[src/rtl/ddc_pkg.sv]
package ddc_pkg;
  localparam int SAMPLE_W  = 12;
  localparam int OUT_W     = 16;
  localparam int PHASE_W   = 32;
  localparam int TAB_W     = 10;
  localparam int MIX_SHIFT = 7;
  localparam int DEC_LEN   = 8;
  localparam int DEC_SHIFT = $clog2(DEC_LEN);
  localparam int ACC_W     = OUT_W + DEC_SHIFT;

  typedef enum logic [1:0] {TPG_LIVE = 2'd0, TPG_RAMP = 2'd1, TPG_ALT = 2'd2, TPG_LIVE2 = 2'd3} tpg_mode_e;
  typedef enum logic [1:0] {FSS_RAW = 2'd0, FSS_MIXI = 2'd1, FSS_MIXQ = 2'd2, FSS_DEC = 2'd3} fss_sel_e;

  typedef struct packed {
    logic               pincLoad;
    logic [PHASE_W-1:0] pincActive;
    logic [1:0]         tpgMode;
    logic [1:0]         fssSel;
  } ddc_ctrl_t;

  function automatic logic signed [SAMPLE_W-1:0] quarterSine(int k);
    longint span = longint'(2) ** (TAB_W);
    longint amp  = (longint'(1) << (SAMPLE_W - 1)) - 1;
    longint u    = 2 * longint'(k) + 1;
    longint num  = amp * 16 * u * (span - u);
    longint den  = 5 * span * span - 4 * u * (span - u);
    return SAMPLE_W'(num / den);
  endfunction
endpackage

[src/rtl/ddc_sync2.sv]
module ddc_sync2 #(
  parameter int W = 1
) (
  input  logic         clk,
  input  logic         rstN,
  input  logic [W-1:0] asyncIn,
  output logic [W-1:0] syncOut
);
  logic [W-1:0] stage1;

  always_ff @(posedge clk or negedge rstN) begin
    if (!rstN) begin
      stage1  <= '0;
      syncOut <= '0;
    end else begin
      stage1  <= asyncIn;
      syncOut <= stage1;
    end
  end
endmodule

[src/rtl/ddc_ctrl.sv]
module ddc_ctrl
  import ddc_pkg::*;
(
  input  logic               clk,
  input  logic               rstN,
  input  logic [PHASE_W-1:0] pincWord,
  input  logic               pincUpdate,
  input  logic [1:0]         tpgSel,
  input  logic [1:0]         fssSel,
  output ddc_ctrl_t          ctrlBus
);
  logic [PHASE_W-1:0] pincSync;
  logic               updSync;
  logic               updPrev;
  logic [1:0]         tpgSync;
  logic [1:0]         fssSync;
  logic [PHASE_W-1:0] pincReg;
  logic               loadNow;

  ddc_sync2 #(.W(PHASE_W)) u_syncPinc (.clk(clk), .rstN(rstN), .asyncIn(pincWord),   .syncOut(pincSync));
  ddc_sync2 #(.W(1))       u_syncUpd  (.clk(clk), .rstN(rstN), .asyncIn(pincUpdate), .syncOut(updSync));
  ddc_sync2 #(.W(2))       u_syncTpg  (.clk(clk), .rstN(rstN), .asyncIn(tpgSel),     .syncOut(tpgSync));
  ddc_sync2 #(.W(2))       u_syncFss  (.clk(clk), .rstN(rstN), .asyncIn(fssSel),     .syncOut(fssSync));

  assign loadNow = updSync & ~updPrev;

  always_ff @(posedge clk or negedge rstN) begin
    if (!rstN) begin
      updPrev <= 1'b0;
      pincReg <= '0;
    end else begin
      updPrev <= updSync;
      if (loadNow) pincReg <= pincSync;
    end
  end

  always_comb begin
    ctrlBus.pincLoad   = loadNow;
    ctrlBus.pincActive = pincReg;
    ctrlBus.tpgMode    = tpgSync;
    ctrlBus.fssSel     = fssSync;
  end
endmodule

[src/rtl/ddc_datapath.sv]
module ddc_datapath
  import ddc_pkg::*;
(
  input  logic                clk,
  input  logic                rstN,
  input  logic [SAMPLE_W-1:0] adcData,
  input  ddc_ctrl_t           ctrlBus,
  input  logic                wrFull,
  output logic                wrEn,
  output logic [OUT_W-1:0]    wrData,
  output logic                statFifoFull,
  output logic                statTpgActive
);
  localparam int QUARTER = 2 ** (TAB_W - 2);
  localparam int PROD_W  = 2 * SAMPLE_W;

  // quarter-wave magnitude table, computed at elaboration
  logic signed [SAMPLE_W-1:0] quarterTab [QUARTER];
  for (genvar k = 0; k < QUARTER; k++) begin : g_tab
    assign quarterTab[k] = quarterSine(k);
  end

  logic [PHASE_W-1:0]         phaseAcc;
  logic [TAB_W-1:0]           tabIdx;
  logic [1:0]                 quad;
  logic [TAB_W-3:0]           fineIdx;
  logic signed [SAMPLE_W-1:0] sinMag, cosMag, sinVal, cosVal;

  assign tabIdx  = phaseAcc[PHASE_W-1 -: TAB_W];
  assign quad    = tabIdx[TAB_W-1 -: 2];
  assign fineIdx = tabIdx[TAB_W-3:0];

  always_comb begin
    sinMag = quad[0] ? quarterTab[~fineIdx] : quarterTab[fineIdx];
    cosMag = quad[0] ? quarterTab[fineIdx]  : quarterTab[~fineIdx];
    sinVal = quad[1] ? -sinMag : sinMag;
    cosVal = (quad[1] ^ quad[0]) ? -cosMag : cosMag;
  end

  // test pattern source
  logic [SAMPLE_W-1:0] rampCnt;
  logic                altFlag;
  logic [SAMPLE_W-1:0] srcSample;

  always_comb begin
    case (tpg_mode_e'(ctrlBus.tpgMode))
      TPG_RAMP: srcSample = rampCnt;
      TPG_ALT:  srcSample = altFlag ? {1'b0, {(SAMPLE_W-1){1'b1}}} : {1'b1, {(SAMPLE_W-1){1'b0}}};
      default:  srcSample = adcData;
    endcase
  end

  logic signed [SAMPLE_W-1:0] sampleReg, cosReg, sinReg;
  logic signed [SAMPLE_W-1:0] sampleDly;
  logic signed [PROD_W-1:0]   prodI, prodQ;
  logic signed [OUT_W-1:0]    mixI, mixQ;

  assign prodI = sampleReg * cosReg;
  assign prodQ = sampleReg * sinReg;

  always_ff @(posedge clk or negedge rstN) begin
    if (!rstN) begin
      phaseAcc  <= '0;
      rampCnt   <= '0;
      altFlag   <= 1'b0;
      sampleReg <= '0;
      cosReg    <= '0;
      sinReg    <= '0;
      sampleDly <= '0;
      mixI      <= '0;
      mixQ      <= '0;
    end else begin
      phaseAcc  <= phaseAcc + ctrlBus.pincActive;
      rampCnt   <= rampCnt + 1'b1;
      altFlag   <= ~altFlag;
      sampleReg <= srcSample;
      cosReg    <= cosVal;
      sinReg    <= sinVal;
      sampleDly <= sampleReg;
      mixI      <= prodI[MIX_SHIFT+OUT_W-1:MIX_SHIFT];
      mixQ      <= prodQ[MIX_SHIFT+OUT_W-1:MIX_SHIFT];
    end
  end

  // fixed boxcar decimator
  logic [DEC_SHIFT-1:0]    decCnt;
  logic signed [ACC_W-1:0] accI, accQ, sumI, sumQ;
  logic signed [OUT_W-1:0] decI, decQ;
  logic                    decStrobe, qPending;

  assign sumI = accI + {{(ACC_W-OUT_W){mixI[OUT_W-1]}}, mixI};
  assign sumQ = accQ + {{(ACC_W-OUT_W){mixQ[OUT_W-1]}}, mixQ};

  always_ff @(posedge clk or negedge rstN) begin
    if (!rstN) begin
      decCnt    <= '0;
      accI      <= '0;
      accQ      <= '0;
      decI      <= '0;
      decQ      <= '0;
      decStrobe <= 1'b0;
      qPending  <= 1'b0;
    end else begin
      decCnt    <= decCnt + 1'b1;
      qPending  <= decStrobe;
      decStrobe <= (decCnt == DEC_SHIFT'(DEC_LEN - 1));
      if (decCnt == DEC_SHIFT'(DEC_LEN - 1)) begin
        decI <= sumI[DEC_SHIFT+OUT_W-1:DEC_SHIFT];
        decQ <= sumQ[DEC_SHIFT+OUT_W-1:DEC_SHIFT];
        accI <= '0;
        accQ <= '0;
      end else begin
        accI <= sumI;
        accQ <= sumQ;
      end
    end
  end

  // capture selection
  logic             wantWrite;
  logic [OUT_W-1:0] selData;

  always_comb begin
    wantWrite = 1'b1;
    selData   = '0;
    case (fss_sel_e'(ctrlBus.fssSel))
      FSS_RAW:  selData = {{(OUT_W-SAMPLE_W){sampleDly[SAMPLE_W-1]}}, sampleDly};
      FSS_MIXI: selData = mixI;
      FSS_MIXQ: selData = mixQ;
      default: begin
        wantWrite = decStrobe | qPending;
        selData   = decStrobe ? decI : decQ;
      end
    endcase
  end

  always_ff @(posedge clk or negedge rstN) begin
    if (!rstN) begin
      wrEn          <= 1'b0;
      wrData        <= '0;
      statFifoFull  <= 1'b0;
      statTpgActive <= 1'b0;
    end else begin
      wrEn          <= wantWrite & ~wrFull;
      wrData        <= selData;
      statFifoFull  <= wrFull;
      statTpgActive <= (ctrlBus.tpgMode != TPG_LIVE);
    end
  end

  logic unusedProdBits;
  assign unusedProdBits = ^{prodI[PROD_W-1:MIX_SHIFT+OUT_W], prodI[MIX_SHIFT-1:0],
                            prodQ[PROD_W-1:MIX_SHIFT+OUT_W], prodQ[MIX_SHIFT-1:0],
                            sumI[DEC_SHIFT-1:0], sumQ[DEC_SHIFT-1:0], ctrlBus.pincLoad};
endmodule

[src/rtl/ddc_capture_top.sv]
module ddc_capture_top
  import ddc_pkg::*;
(
  input  logic                sampleClk,
  input  logic                sampleRstN,
  input  logic [SAMPLE_W-1:0] adcData,
  input  logic [PHASE_W-1:0]  pincWord,
  input  logic                pincUpdate,
  input  logic [1:0]          tpgSel,
  input  logic [1:0]          fssSel,
  input  logic                wrFull,
  output logic                wrEn,
  output logic [OUT_W-1:0]    wrData,
  output logic                statFifoFull,
  output logic                statTpgActive
);
  ddc_ctrl_t ctrlBus;

  ddc_ctrl u_ctrl (
    .clk(sampleClk), .rstN(sampleRstN), .pincWord(pincWord), .pincUpdate(pincUpdate),
    .tpgSel(tpgSel), .fssSel(fssSel), .ctrlBus(ctrlBus)
  );

  ddc_datapath u_dp (
    .clk(sampleClk), .rstN(sampleRstN), .adcData(adcData), .ctrlBus(ctrlBus),
    .wrFull(wrFull), .wrEn(wrEn), .wrData(wrData),
    .statFifoFull(statFifoFull), .statTpgActive(statTpgActive)
  );
endmodule

[config.mk]
export PLATFORM = sky130hd
export DESIGN_NAME = ddc_capture_top
export DESIGN_NICKNAME = d
export VERILOG_FILES = /design/src/rtl/ddc_pkg.sv /design/src/rtl/ddc_sync2.sv /design/src/rtl/ddc_ctrl.sv /design/src/rtl/ddc_datapath.sv /design/src/rtl/ddc_capture_top.sv
export SDC_FILE = /design/constraint.sdc
export NUM_CORES = 1
export LEC_CHECK = 0
export BUFFER_PORTS_ARGS = -buffer_cell sky130_fd_sc_hd__buf_4
export CELL_PAD_IN_SITES_DETAIL_PLACEMENT = 1
export CELL_PAD_IN_SITES_GLOBAL_PLACEMENT = 2
export CORE_ASPECT_RATIO = 1.2
export CORE_UTILIZATION = 40
export CTS_BUF_LIST = sky130_fd_sc_hd__clkbuf_4 sky130_fd_sc_hd__clkbuf_8 sky130_fd_sc_hd__clkbuf_16
export CTS_CLUSTER_SIZE = 40
export DETAILED_ROUTE_END_ITERATION = 10
export PLACE_DENSITY = 0.84
export REMOVE_ABC_BUFFERS = 1
export SYNTH_ARGS = -nofsm -noshare
export SYNTH_HDL_FRONTEND = slang
export SYNTH_SLANG_ARGS = --single-unit
export TNS_END_PERCENT = 10
[constraint.sdc]
create_clock -name sampleClk -period 6.36 [get_ports sampleClk]
set_input_delay 0.636 -clock sampleClk [delete_from_list [all_inputs] [get_ports sampleClk]]
set_output_delay 0.636 -clock sampleClk [all_outputs]
set_load 0.05 [all_outputs]
==> flow_summary.yaml <==
run_status:
  status: "completed"
clocking:
  cts.clk_slew.worst_paths_ns: 0.06
  clockBufferDepth: 3
  numCtsBuffers: 38
  cts_resized: 0
  root_buffer: "clkbuf_16"
  cts_tree: "done"
  cts_sinks: 326
  cts_htree_levels: 2
  hold_buffers: 0
  clock_latency_ns: 0.58
  post_cts_buffers: 0
worst_setup_path:
  endpoint: "u_dp.mixQ[15]$_DFF_PN0_"
  cp.arrival_ns: 6.52
  r2r_cells: 20
  critPathMaxFanout: 12
  r2r-end: "u_dp.mixQ[15]$_DFF_PN0_"
  startpoint: "u_dp.sinReg[4]$_DFF_PN0_"
  critPathKind: "reg -> reg"
  worst_ep_required_time_ns: 6.86
  crit_path_end_kind: "flip-flop"
  cp-start-kind: "flip-flop"
  r2r_slack_ns: 0.34
  r2r-start: "u_dp.sinReg[4]$_DFF_PN0_"
synth:
  synth_cell_type_count: 99
  ys_seq_elements: 326
  ys_warn_count: 0
  synth_async_sr_flop_share_pct: 100.0
  synth_edf_count: 0
  syn_avg_cell_area_um2: 9.552
  syn_area_mm2: 0.02855
  synth.area.top_cells: "dfrtp_1, fa_1, ha_1"
  synth_most_common_cell: "inv_1"
  yosys.area.top_type: "dfrtp_1"
  synth_top_area_share_pct: 28.57
  netlist_instances: 2989
  ys_dominant_reg_cell: "dfrtp_1"
  synth-seq-area-share_pct: 28.57
  synth_commonest_cells: "inv_1, dfrtp_1, nand2_1"
floorplan:
  fp.dieH_um: 294.7
  core_mm2: 0.07016
  pin_count: 71
  row_count: 106
  die_area_mm2: 0.07245
  start_util_pct: 40.69
  die_x_um: 245.9
finish:
  fin_area_mm2: 0.03134
  drive_gt1_share_pct: 11.37
  area_delta_synth_final_pct: 9.764
  nFillCells: 7893
  fin_nets: 3517
  num_antenna_cells: 0
drt:
  routedWlPerCell_um: 22.93
  viasPerCell: 5.610
  post-route-drc-count: 0
  vias: 22220
  drtPass1Iterations: 7
  totalWireLength_um: 90830
  drt_iter0_markers: 1219
  antenna_left: 0
timing:
  setup_viol: 0
  fin_crit_sh_pct: 94.67
  skew_ns: 0.02863
  worst_pin_slew_ns: 1.372
  relSlewSlack_pct: 7.741
  period_needed_ns: 6.021
  finalHoldViolCount: 0
  rsz0062_at_grt: "false"
  timing.fmax_ghz: 0.1661
  slew_violations: 0
global_routing:
  antenna_found_initial: 0
  grt_use_total_pct: 25.64
  grt_overflow_total: 0
  grt_start_max_net_pins: 152
  grt_pass1_vias: 25183
  grt_pass1_wl_um: 143800
placed_design:
  io_buffers: 70
  place.gp.congestion: 0.9917
  place_hpwl_um: 69960
  place_area_mm2: 0.03006
worst_hold_path:
  hold_path.class: "in -> async"
job:
  cap_violations: 0
## layout make-up
type                    count  area (um^2)  area share, %
repair buffers            154         1189          3.793
flip-flops and latches    326         8169          26.07
clock buffers              51         1086          3.466
clock inverters            16        188.9         0.6029
inverters                 388         1456          4.647
multi-input cells        2108        18100          57.76
well taps                 918         1149          3.665
## layout by cell type, fill, tap and decap left out, types with 26 or more instances in the layout
master     count
a211oi_1      28
a21o_1        26
a21oi_1      133
a31oi_1       26
and2_1       109
buf_4        151
clkbuf_16     38
dfrtp_1      323
fa_1         267
ha_1         181
inv_1        382
mux2_2        53
nand2_1      300
nand2b_1      41
nand3_1       34
nor2_1       194
nor2b_1       40
nor3_1        56
o211ai_1      28
o21ai_0      108
xnor2_1       89
xor2_1        40
## cells by family (layout without fill, tap and decap cells)
family | count (synthesis) | in the layout | synth area share [%]
fa+ha+maj | 449 | 449 | 26.70
xor+xnor | 131 | 131 | 4.071
compound gates | 565 | 565 | 13.51
simple gates | 867 | 867 | 14.64
flops | 326 | 326 | 28.57
mux | 96 | 96 | 4.444
buf+inv | 555 | 609 | 8.064
## per-stage QoR
stage	util [%]	std cells	worst slack (ns)	TNS (ns)	hold WS [ns]
floorplan	-	2822	-0.07879	-0.07879	0.3312
global route	44.67	3961	0.01403	0	0.1361
detailed placement	42.85	3894	0.3019	0	0.3363
finish	44.67	3961	0.3391	0	0.08474
CTS	44.67	3961	0.3096	0	0.1313
global placement	42.85	3894	0.3887	0	0.3336
## worst max-delay path, stage by stage (launching register included)
cell      delay, ns
dfrtp_1        0.58
nand2_1        0.13
fa_1           0.50
fa_1           0.51
inv_1          0.04
ha_1           0.31
fa_1           0.54
inv_1          0.05
fa_1           0.52
inv_1          0.05
ha_1           0.33
and4_1         0.22
a221o_1        0.40
o2111a_1       0.32
o211a_1        0.28
o31a_1         0.33
o21a_1         0.20
o21a_1         0.20
o21a_1         0.19
nor2_1         0.12
xnor2_1        0.12
## per-layer routing
metal  part of all wire, %  track usage, %  up-vias  wire (um)
met5                     0               0        -          0
met4                   4.6           11.30        0       4151
met3                   3.9           2.468      216       3520
met2                    53           47.54      585      48380
met1                    38           29.65    11423      34780
li1                      -               -     9996          -
## registers in the layout, summed over array words and instances (netlist names), 12 cells and up
signal	flops
u_ctrl.u_syncPinc.syncOut	32
u_dp.sampleReg	12
u_dp.wrData	16
u_ctrl.pincReg	32
u_dp.sampleDly	12
u_dp.mixI	16
u_dp.sinReg	12
u_dp.phaseAcc	32
u_dp.decI	16
u_dp.mixQ	16
u_dp.cosReg	12
u_dp.accI	19
u_dp.accQ	19
u_ctrl.u_syncPinc.stage1	32
u_dp.rampCnt	12
u_dp.decQ	16
## worst min-delay path by stage
stage                                                   end                                   start  cells after the start  slack, ns
floorplan             u_ctrl.u_syncFss.syncOut[0]$_DFF_PN0_    u_ctrl.u_syncFss.stage1[0]$_DFF_PN0_                      0       0.33
global placement      u_ctrl.u_syncTpg.syncOut[1]$_DFF_PN0_    u_ctrl.u_syncTpg.stage1[1]$_DFF_PN0_                      0       0.33
detailed placement  u_ctrl.u_syncPinc.syncOut[16]$_DFF_PN0_  u_ctrl.u_syncPinc.stage1[16]$_DFF_PN0_                      0       0.34
CTS                  u_ctrl.u_syncPinc.stage1[28]$_DFF_PN0_                            pincWord[28]                      1       0.13
global route          u_ctrl.u_syncPinc.stage1[2]$_DFF_PN0_                             pincWord[2]                      1       0.14
finish                             u_dp.decStrobe$_DFF_PN0_                              sampleRstN                      1       0.08
Power is not shown: default switching activity piles up to over one toggle a cycle in this logic, so the estimate is an artifact.
